**src/rtl/lpf_encoder.sv**
```systemverilog
module lpf_encoder #(
  parameter int CNT_W      = 11,
  parameter int START_EDGE = 3
) (
  input  logic clk,
  input  logic rst_n,
  input  logic hsync_n,
  input  logic vsync_n,
  output logic vf_data
);
  localparam int LAST = START_EDGE + CNT_W - 1;
  localparam int PW   = $clog2(LAST + 1);
  localparam logic [CNT_W-1:0] CMAX = {CNT_W{1'b1}};

  logic hs_q, vs_q;
  logic [CNT_W-1:0] cnt, sh;
  logic [PW-1:0] pos, pos_nx;

  wire hs_edge = hs_q & ~hsync_n;
  wire vs_edge = vs_q & ~vsync_n;
  assign pos_nx = pos + 1'b1;

  always_ff @(posedge clk) begin
    if (!rst_n) begin
      hs_q <= 1'b1;
      vs_q <= 1'b1;
    end else begin
      hs_q <= hsync_n;
      vs_q <= vsync_n;
    end
  end

  // field counter: saturating, frozen inside vertical sync
  always_ff @(posedge clk) begin
    if (!rst_n)
      cnt <= '0;
    else if (vs_edge)
      cnt <= '0;
    else if (hs_edge && vsync_n && cnt != CMAX)
      cnt <= cnt + 1'b1;
  end

  // serializer: idle (pos == LAST) until the first vertical edge
  always_ff @(posedge clk) begin
    if (!rst_n) begin
      pos     <= PW'(LAST);
      sh      <= '0;
      vf_data <= 1'b0;
    end else if (vs_edge) begin
      pos <= '0;
      sh  <= cnt;
    end else if (hs_edge && pos < PW'(LAST)) begin
      pos <= pos_nx;
      if (pos_nx >= PW'(START_EDGE)) begin
        vf_data <= sh[CNT_W-1];
        sh      <= {sh[CNT_W-2:0], 1'b0};
      end
    end
  end
endmodule

```
**config.mk**
```make
export PLATFORM = sky130hd
export DESIGN_NAME = lpf_encoder
export DESIGN_NICKNAME = d
export VERILOG_FILES = /design/src/rtl/lpf_encoder.sv
export SDC_FILE = /design/constraint.sdc
export NUM_CORES = 1
export LEC_CHECK = 0
export BUFFER_PORTS_ARGS = -buffer_cell sky130_fd_sc_hd__buf_4
export CAP_MARGIN = 0
export CORE_MARGIN = 5
export CORE_UTILIZATION = 46
export CTS_CLUSTER_DIAMETER = 120
export DETAILED_ROUTE_END_ITERATION = 12
export GPL_ROUTABILITY_DRIVEN = 0
export PLACE_DENSITY = 0.67
export SYNTH_ARGS = -nofsm -noshare
export SYNTH_HDL_FRONTEND = slang
export SYNTH_SLANG_ARGS = --single-unit
export TNS_END_PERCENT = 5
```
**constraint.sdc**
```tcl
create_clock -name clk -period 2 [get_ports clk]
set_input_delay 0.2 -clock clk [delete_from_list [all_inputs] [get_ports clk]]
set_output_delay 0.2 -clock clk [all_outputs]
set_load 0.005 [all_outputs]
```
==> summary.txt <==
Yosys
  • Post-synthesis cell area: 0.00143 mm²
  • Syn Inst Count: ~170
  • Most used DFF post-synth: dfxtp_1
  • Post-synth EDFFs: 0
  • Async S/R FF share, synth: 0%
  • Yosys Warn Count: 0
  • Netlist cell types: 42
  • Post-synthesis sequential area ratio: 40.7%
  • Avg Cell Area, Syn: 8.60 µm²
  • Mapped Nets: 174
  • Yosys reg bits: 29

Route
  • DRC viols: 0
  • Via count: 1242
  • Post-DRT Antenna Nets: 0
  • Post-DR vias/cell: ~6
  • Initial DRC count: 87
  • Routed length per instance: about 14 µm
  • DR pass1 iterations: 4
  • Routed WL: 2.88 mm

Global route
  • Vias in the first global route: 1166
  • First-pass GRT wire length: between 5 and 6 mm
  • Largest net degree at the start of global routing: 24
  • Gr usage total: about 15%
  • Total gr overflow: 0
  • Initial antenna violation count: 0

Layout
  • Sequential Area: between 500 and 600 µm²
  • Area Growth Syn to Fin: 9.55%
  • Number of antenna diodes: 0
  • Multi-input combinational cell area: 808 µm²
  • Finished Layout Cells: ~210
  • Share of cells above drive strength 1: 13.8%
  • FILL cells: 301
  • Final nets: 181
  • Finished Core Util: 52.1%

STA
  • Period utilisation layout: between 90% and 100%
  • Maximum clock rate: 532 MHz
  • Final-report setup violation count: 0
  • Setup TNS: 0 ns
  • Slew Limit Headroom: 66.5%
  • RSZ-0062 raised after global routing: no
  • Min Hold Slack: 0.0598 ns
  • Fin crit period: 1.88 ns
  • Final Max Slew Viols: 0
  • Final Hold Viols: 0
  • Clk_skew: ~0.016 ns
  • Worst slew pin tran: 0.499 ns

Critical path
  • Buf+Inv Stages, Crit Path: 2
  • R2R Setup Slk: 0.12 ns
  • CP required: approximately 2.3 ns
  • Crit-path max cell delay: 0.52 ns
  • Reg2reg end: sh[1]
  • Worst reg-to-reg path cell count: 7
  • Critical Setup Path Class: reg -> reg
  • CP Launch Type: flip-flop
  • Worst EP arrival: between 2 and 2.5 ns
  • Critical Path End Type: flip-flop
  • CP Cell Sequence: inv_1 -> ha_1 -> or4_1 -> nand3_4 -> buf_4 -> nor4_1 -> a211oi_1
  • Delay-heaviest family, CP: simple AND/OR/NAND/NOR gates
  • Worst path slowest cell: or4_1
  • CP Max Fanout: 7
  • R2R Path Start: pos[0]

Clocking
  • CTS Buf Count: 5
  • CTS clock-pin slew for the worst setup and hold paths: ~0.1 ns
  • Clock Latency Late Sink: 0.34 ns
  • TritonCTS clock tree: built
  • Clock buffer depth: 2
  • Hold-fix buffer count after cts: 0
  • H-Tree Depth: 2
  • Cts repair resizes: 0
  • Postcts setup bufs: 0
  • CTS root buf: clkbuf_4
  • Clock sink total: 29

Placed design
  • Dpl cells: ~200
  • I/O Buffers: 4
  • Placed wire-length estimate: 2.07 mm

Flow run
  • Max Cap Viol: 0

Hold path
  • Min-delay src: hsync_n
  • Count of cells along the worst hold path: 2
  • Hold Path Class: in -> reg
  • Hold Crit Endpoint: hs_q

Power
  • PwrDens: just over 700 mW/mm²
  • Static Leak: 0.534 nW
  • Tot Pwr: around 1.1 mW
  • Peak supply drop: between 0.0003 and 0.0004 V

Floorplan
  • Starting Density: a little under half
  • FP Rows: 20
  • Num ports: 5
  • Die extent in y: 65.7 µm
  • Die width: 65.7 µm
  • Die area: 0.00432 mm²
  • Core area: 0.00300 mm²

Status
  • Outcome: finished, final reports clean
per-layer routing:
layer	up-vias	GRT usage [%]	wire, µm
li1	631	-	-
met1	584	19.1	1420
met2	20	24.4	1290
met3	7	4.27	113
met4	0	6.99	46
met5	-	0	0
flip-flops by register name, summed over array words and instances (netlist names):
register,count
hs_q,1
pos,4
vf_data,1
vs_q,1
sh,11
cnt,11
layout make-up:
type	instances	share of cell area, %
Clock inverter	3	1.12
Multi-Input combinational cell	125	51.7
Sequential cell	29	37.1
Tap cell	33	2.64
Timing Repair Buffer	9	4.32
Inverter	3	0.720
Clock buffer	5	2.40
power breakdown:
part | total [mW] | switching, mW | leakage, nW | internal (mW)
Clock | 0.348 | 0.216 | 0.0310 | 0.132
Combinational | 0.143 | 0.0842 | 0.265 | 0.0592
Sequential | 0.626 | 0.0205 | 0.237 | 0.606
worst max-delay path by stage:
stage	startpoint	to	slack, ns	depth (start not counted)
after floorplan	pos[0]	sh[3]	0.30	7
after global placement	pos[0]	sh[4]	0.19	7
after detailed placement	pos[0]	sh[10]	0.09	7
after CTS	pos[0]	sh[10]	0.04	7
after global routing	pos[0]	sh[3]	0.002	7
final	pos[0]	sh[1]	0.12	7
Yosys cell counts (2+ instances only):
cell type | instances | area (µm²)
a21boi_0 | 2 | 15.0
o311ai_0 | 2 | 17.5
clkbuf_1 | 6 | 22.5
nor3_1 | 2 | 10.0
buf_2 | 2 | 10.0
or3_1 | 2 | 12.5
ha_1 | 4 | 50.1
nand3b_1 | 3 | 22.5
inv_1 | 3 | 11.3
nor2_1 | 13 | 48.8
nand2b_1 | 4 | 25.0
or4_1 | 3 | 22.5
o211ai_1 | 2 | 15.0
o21ai_0 | 16 | 80.1
and3b_1 | 2 | 17.5
dfxtp_1 | 29 | 581
o41ai_1 | 2 | 17.5
a211oi_1 | 9 | 67.6
o31ai_1 | 3 | 22.5
nand3_1 | 8 | 40.0
nand2_1 | 10 | 37.5
a21oi_1 | 6 | 30.0
mux2i_1 | 2 | 20.0
nor4_1 | 9 | 56.3
or2_2 | 2 | 12.5
and2_1 | 2 | 12.5
xor2_1 | 3 | 26.3
cells in the final DEF, fill, tap and decap left out, drive strengths merged, types with 3 or more instances in the layout:
cell,n
ha,4
a21oi,6
nor4,9
a211oi,9
o31ai,4
or4,3
or3,3
clkbuf,5
nand3b,3
buf,9
nand2b,4
nor2,13
nand2,10
o21ai,16
xor2,3
inv,3
nand3,9
dfxtp,29
metrics by stage:
stage	setup slack, ns	area, µm²
finish	0.121	1560
global route	0.00170	1560
CTS	0.0397	1550
detailed placement	0.0855	1500
global placement	0.186	1500
floorplan	0.296	1430
worst reg2reg max path, cell delays in order, from the launching register on:
cell,delay (ns)
dfxtp_1,0.40
inv_1,0.12
ha_1,0.22
or4_1,0.52
nand3_4,0.15
buf_4,0.14
nor4_1,0.05
a211oi_1,0.21
kinds of logic after synthesis:
family	share of synthesized area (%)
adder cells (fa/ha/maj)	3.51
flip-flops	40.7
multiplexers	1.40
AO/OA/AOI/OAI	21.0
AND/OR/NAND/NOR	27.3
buffers and inverters	3.59
XOR/XNOR	2.45
No activity file was read; power rests on OpenSTA's default activity.
